--- src/rtl/fam_pkg.sv ---
`timescale 1ns/1ps
package fam_pkg;
  localparam int unsigned DEF_CELLS          = 8;
  localparam int unsigned DEF_TERMS_PER_CELL = 8;
  localparam int unsigned DEF_SIGS           = 16;
  localparam int unsigned DEF_UES_BITS       = 64;

  // Layout: term rows, polarity, signature, io-select, disables, two globals
  function automatic int unsigned map_len(int unsigned cells, int unsigned tpc,
                                          int unsigned sigs, int unsigned ues);
    return cells*tpc*2*sigs + cells + ues + cells + cells*tpc + 2;
  endfunction
endpackage

--- src/rtl/fuse_store.sv ---
`timescale 1ns/1ps
module fuse_store #(
  parameter int unsigned MAP_LEN = 2194,
  localparam int unsigned CNT_W  = $clog2(MAP_LEN + 1)
) (
  input  logic               clk_i,
  input  logic               rst_ni,
  input  logic               load_i,
  input  logic               bit_i,
  output logic [MAP_LEN-1:0] map_o,
  output logic               done_o
);
  localparam logic [CNT_W-1:0] FULL = CNT_W'(MAP_LEN);

  logic [MAP_LEN-1:0] map_q;
  logic [CNT_W-1:0]   cnt_q;

  // New bits enter at the top; after MAP_LEN shifts the first bit sits at index 0
  always_ff @(posedge clk_i or negedge rst_ni) begin
    if (!rst_ni) begin
      map_q <= '0;
      cnt_q <= '0;
    end else if (load_i) begin
      map_q <= {bit_i, map_q[MAP_LEN-1:1]};
      cnt_q <= (cnt_q == FULL) ? CNT_W'(1) : cnt_q + CNT_W'(1);
    end
  end

  assign map_o  = map_q;
  assign done_o = (cnt_q == FULL);

  a_r2_count_bound: assert property (@(posedge clk_i) disable iff (!rst_ni)
    cnt_q <= FULL);
  a_r2_done_on_last: assert property (@(posedge clk_i) disable iff (!rst_ni)
    (load_i && cnt_q == FULL - CNT_W'(1)) |=> done_o);
  a_r9_idle_hold: assert property (@(posedge clk_i) disable iff (!rst_ni)
    !load_i |=> ($stable(map_q) && $stable(cnt_q)));
  a_r10_restart_clears: assert property (@(posedge clk_i) disable iff (!rst_ni)
    (load_i && done_o) |=> !done_o);
endmodule

--- src/rtl/term_plane.sv ---
`timescale 1ns/1ps
module term_plane #(
  parameter int unsigned NTERMS = 64,
  parameter int unsigned SIGS   = 16,
  localparam int unsigned NLITS = 2 * SIGS
) (
  input  logic                     en_i,
  input  logic [SIGS-1:0]          sig_i,
  input  logic [NTERMS*NLITS-1:0]  row_i,
  input  logic [NTERMS-1:0]        kill_i,
  output logic [NTERMS-1:0]        term_o
);
  logic [NLITS-1:0] lit;

  for (genvar k = 0; k < SIGS; k++) begin : g_lit
    assign lit[2*k]   = sig_i[k];
    assign lit[2*k+1] = ~sig_i[k];
  end

  // A blown fuse (0) forces its literal slot to 1 in the AND
  for (genvar t = 0; t < NTERMS; t++) begin : g_term
    assign term_o[t] = en_i & ~kill_i[t] & (&(lit | ~row_i[t*NLITS +: NLITS]));
  end
endmodule

--- src/rtl/fuse_and_array.sv ---
`timescale 1ns/1ps
module fuse_and_array
  import fam_pkg::*;
#(
  parameter int unsigned CELLS          = DEF_CELLS,
  parameter int unsigned TERMS_PER_CELL = DEF_TERMS_PER_CELL,
  parameter int unsigned SIGS           = DEF_SIGS,
  parameter int unsigned UES_BITS       = DEF_UES_BITS,
  localparam int unsigned NTERMS   = CELLS * TERMS_PER_CELL,
  localparam int unsigned NLITS    = 2 * SIGS,
  localparam int unsigned XOR_BASE = NTERMS * NLITS,
  localparam int unsigned UES_BASE = XOR_BASE + CELLS,
  localparam int unsigned AC1_BASE = UES_BASE + UES_BITS,
  localparam int unsigned PTD_BASE = AC1_BASE + CELLS,
  localparam int unsigned SYN_ADDR = PTD_BASE + NTERMS,
  localparam int unsigned AC0_ADDR = SYN_ADDR + 1,
  localparam int unsigned MAP_LEN  = map_len(CELLS, TERMS_PER_CELL, SIGS, UES_BITS)
) (
  input  logic                clk_i,
  input  logic                rst_ni,
  input  logic                load_i,
  input  logic                fuse_bit_i,
  input  logic [SIGS-1:0]     sig_i,
  output logic [NTERMS-1:0]   term_o,
  output logic                done_o,
  output logic [CELLS-1:0]    xor_o,
  output logic [CELLS-1:0]    ac1_o,
  output logic [UES_BITS-1:0] ues_o,
  output logic                syn_o,
  output logic                ac0_o
);
  logic [MAP_LEN-1:0] map;
  logic               done;
  logic [NTERMS-1:0]  kill;

  fuse_store #(.MAP_LEN(MAP_LEN)) u_store (
    .clk_i  (clk_i),
    .rst_ni (rst_ni),
    .load_i (load_i),
    .bit_i  (fuse_bit_i),
    .map_o  (map),
    .done_o (done)
  );

  assign kill = map[PTD_BASE +: NTERMS];

  term_plane #(.NTERMS(NTERMS), .SIGS(SIGS)) u_plane (
    .en_i   (done),
    .sig_i  (sig_i),
    .row_i  (map[XOR_BASE-1:0]),
    .kill_i (kill),
    .term_o (term_o)
  );

  assign done_o = done;
  assign xor_o  = map[XOR_BASE +: CELLS];
  assign ues_o  = map[UES_BASE +: UES_BITS];
  assign ac1_o  = map[AC1_BASE +: CELLS];
  assign syn_o  = map[SYN_ADDR];
  assign ac0_o  = map[AC0_ADDR];

  a_r3_idle_terms_low: assert property (@(posedge clk_i) disable iff (!rst_ni)
    !done_o |-> (term_o == '0));
  a_r6_disabled_low: assert property (@(posedge clk_i) disable iff (!rst_ni)
    (term_o & kill) == '0);
  a_r8_ues_steady: assert property (@(posedge clk_i) disable iff (!rst_ni)
    !load_i |=> $stable(ues_o));
  a_r7_arch_steady: assert property (@(posedge clk_i) disable iff (!rst_ni)
    !load_i |=> ($stable(xor_o) && $stable(ac1_o) && $stable(syn_o) && $stable(ac0_o)));
endmodule

--- config.mk ---
export PLATFORM = sky130hd
export DESIGN_NAME = fuse_and_array
export DESIGN_NICKNAME = d
export VERILOG_FILES = /design/src/rtl/fam_pkg.sv /design/src/rtl/fuse_store.sv /design/src/rtl/term_plane.sv /design/src/rtl/fuse_and_array.sv
export SDC_FILE = /design/constraint.sdc
export NUM_CORES = 2
export LEC_CHECK = 0
export BUFFER_PORTS_ARGS = -buffer_cell sky130_fd_sc_hd__buf_2
export CORE_UTILIZATION = 45
export CTS_CLUSTER_DIAMETER = 200
export CTS_CLUSTER_SIZE = 8
export DETAILED_ROUTE_END_ITERATION = 10
export GPL_ROUTABILITY_DRIVEN = 1
export PLACE_DENSITY = 0.61
export SLEW_MARGIN = 20
export SYNTH_ARGS = -nofsm -noshare
export SYNTH_HDL_FRONTEND = slang
export SYNTH_HIERARCHICAL = 1
export SYNTH_SLANG_ARGS = --single-unit
--- constraint.sdc ---
create_clock -name clk_i -period 7.25 [get_ports clk_i]
set_clock_uncertainty 0.05 [all_clocks]
set_input_delay 1.8125 -clock clk_i [delete_from_list [all_inputs] [get_ports clk_i]]
set_output_delay 1.8125 -clock clk_i [all_outputs]
set_load 0.005 [all_outputs]
==> results.toml <==
[layout]
fin_nets = 6557
layout-drive-gt1-share_pct = 44.7
final_core_util_pct = 51.6
area_growth_pct = 13.5

[routing]
viasPerCell = 5.56
dr_wl_met2_um = 101000
highest_layer = "met5"
drc_errors = 0
routed_wl_um = 219000
dr_wl_met3_um = 6890
first_iter_violations = 3172
num_vias = 51900
drtPass1Iterations = 6
wl_met1_um = 105000
drtAntennaViolNets = 0
routedWlPerCell_um = 23.4

[grt]
grt_pass1_vias = 54900
grt_usage_pct = 20.8
grt-ovfl-total = 0
grt_max_degree = 191
antenna_found_initial = 14
grt_pass1_wl_um = 340000

[status]
status = "finished clean"

[floorplan]
start_util_pct = 45.5
design.core.area_sq_um = 208000
dieArea_sq_um = 212000
rows = 167
die_w_um = 461
ios = 167
dieHeight_um = 461

[synthesis]
yosysSeqAreaShare_pct = 58.3
synth-async-reset-ratio_pct = 100
synthDistinctLibCells = 47
synth_edf_count = 0
synth-seq-cells = 2206
syn-cell-area_sq_um = 94700
synth_top_area_share_pct = 58.3
syn_inst = 6252
yosys_warnings = 6
ys_top_cells_by_area = "dfrtp_1 58%, mux2_2 27%, mux2i_1 9.3%"
syn_nets = 6274
synthFlopType = "dfrtp_1"
synth.avg_cell_area_sq_um = 15.1
yosys.area.top_type = "dfrtp_1"

[worst_setup_path]
crit_slowest_cell = "nor4_1"
slowest_delay_ns = 0.64
reg2reg_setup_slack_ns = 5.37
startpoint_type = "flip-flop"
cp_cell_sequence = "or4_4 -> nor3_4 -> buf_4 -> inv_4 -> buf_12 -> or4_1 -> nor4_1 -> buf_2"
crit_path_end_kind = "output pin"
critPathKind = "reg2out"
worst_ep_arrival_time_ns = 4.46
cp.required_ns = 5.39
critPathMaxFanout = 39

[pwr]
ir_drop_mv = 0.254
power_leakage_uw = 0.0559
finalPower_uw = 26800
powerDensity_nw_per_um2 = 249

[clock_network]
holdBufCountCts = 0
clock_tree.root_cell = "clkbuf_16"
cts_tree = "done"
cts_buffers = 325
clockBufferDepth = 4
post_cts_buffers = 0
cts_resized = 0
clk_pin_slew_ns = 0.05
clock_sinks = 2206
clock_latency_ns = 0.91
htreeDepth = 5

[sta]
rsz0062_at_grt = "false"
fmax_ghz = 0.158
slew_violations = 0
setup_viol = 0
hold_viol_final = 0
min_period_ns = 6.32
maxSlewHeadroom_pct = 18.3
setup_tns_ns = 0
worst_pin_slew_ns = 1.23
period_share_pct = 87.2

[placed_design]
routabilityCongestion = 0.751
port_buffers = 166
hpwl_um = 131000

[min_path]
hold_path.class = "reg2reg"

[run]
drv_cap = 0
## worst paths after layout
path                            depth (start not counted)                            start                               to
worst min register to register                          1  u_store/map_o[1868]$_DFFE_PN0P_  u_store/map_o[1867]$_DFFE_PN0P_
worst min-delay path                                    1  u_store/map_o[1868]$_DFFE_PN0P_  u_store/map_o[1867]$_DFFE_PN0P_
max in group asynchronous                               3                           rst_ni  u_store/map_o[1100]$_DFFE_PN0P_
min in group asynchronous                               1                           rst_ni   u_store/map_o[800]$_DFFE_PN0P_
worst max-delay path                                    8     u_store/cnt_q[8]$_DFFE_PN0P_                        term_o[6]
worst max register to register                          5     u_store/cnt_q[8]$_DFFE_PN0P_     u_store/cnt_q[1]$_DFFE_PN0P_
## metal layers
metal  global-route usage (%)  vias up
li1                         -    23500
met1                     30.0    27300
met2                     32.3      710
met3                     3.05      412
met4                     6.64        4
met5                        0        -
## cell usage after synthesis, drive strengths merged, types with 3 or more instances
cell and instances:
a22oi 20, nand3 66, o21ai 3, a222oi 10, a21oi 3, a211oi 7
and4 4, or4 48, nand2 19, a2111oi 17, buf 314, a22o 4
nor4 59, clkbuf 55, a221oi 9, nand4 183, xnor2 6, inv 22
and2 10, nor2 7, nor3 5, dfrtp 2206, mux2i 883, nor2b 11
and3 5, mux2 2255, xor2 3
## registers in the layout, summed over array words and instances (netlist names)
register / cells
u_store/cnt_q: 12
u_store/map_o: 2194
## critical path: cells and delay by family (launching register included)
family	cells	cell delay (ns)
flops	1	0.43
simple gates	4	1.96
buf+inv	4	1.09
## logic make-up after synthesis
kind of cell	count (synthesis)	synth area share [%]
and+or+nand+nor	424	2.74
xor gates and xnor gates	9	0.0833
DFF	2206	58.3
adders and majority gates	2	0.0264
buffers and inverters	392	1.93
AOI/OAI and AO/OA	81	0.724
muxes	3138	36.2
## power by group
part           switching [uW]  internal [uW]
Combinational             828            439
Clock                    5000           7970
Sequential                133          12400
Total                    5960          20800
## layout make-up
type	count	area, sq um
fillers	17500	101000
inverters	23	88.8
flip-flops and latches	2206	55200
well taps	2788	3490
clock buffers	333	8320
repair buffers	325	2630
multi-input cells	3654	37600
diodes	5	12.5
clock inverters	3	33.8
## stage by stage
| stage | hold WS (ns) | area (sq um) | setup slack (ns) | instances |
|---|---|---|---|---|
| 2_1_floorplan | 0.408 | 94700 | 1.92 | 6252 |
| 3_3_place_gp | 0.438 | 99000 | 1.01 | 8996 |
| 3_5_place_dp | 0.443 | 99000 | 1.02 | 8996 |
| 4_1_cts | 0.437 | 107000 | 0.754 | 9332 |
| 5_1_grt | 0.450 | 107000 | 0.762 | 9333 |
| 6_report | 0.435 | 107000 | 0.927 | 9337 |
## placed cells by master, fill, tap and decap left out, types with 22 or more instances in the layout
cell type,count
buf_12,40
buf_2,148
buf_4,121
clkbuf_16,332
dfrtp_1,2206
inv_1,22
mux2_2,2252
mux2i_1,883
nand3_1,66
nand4_1,183
nor4_1,58
or4_1,47
Note: power is estimated with default switching activity, not from simulation.
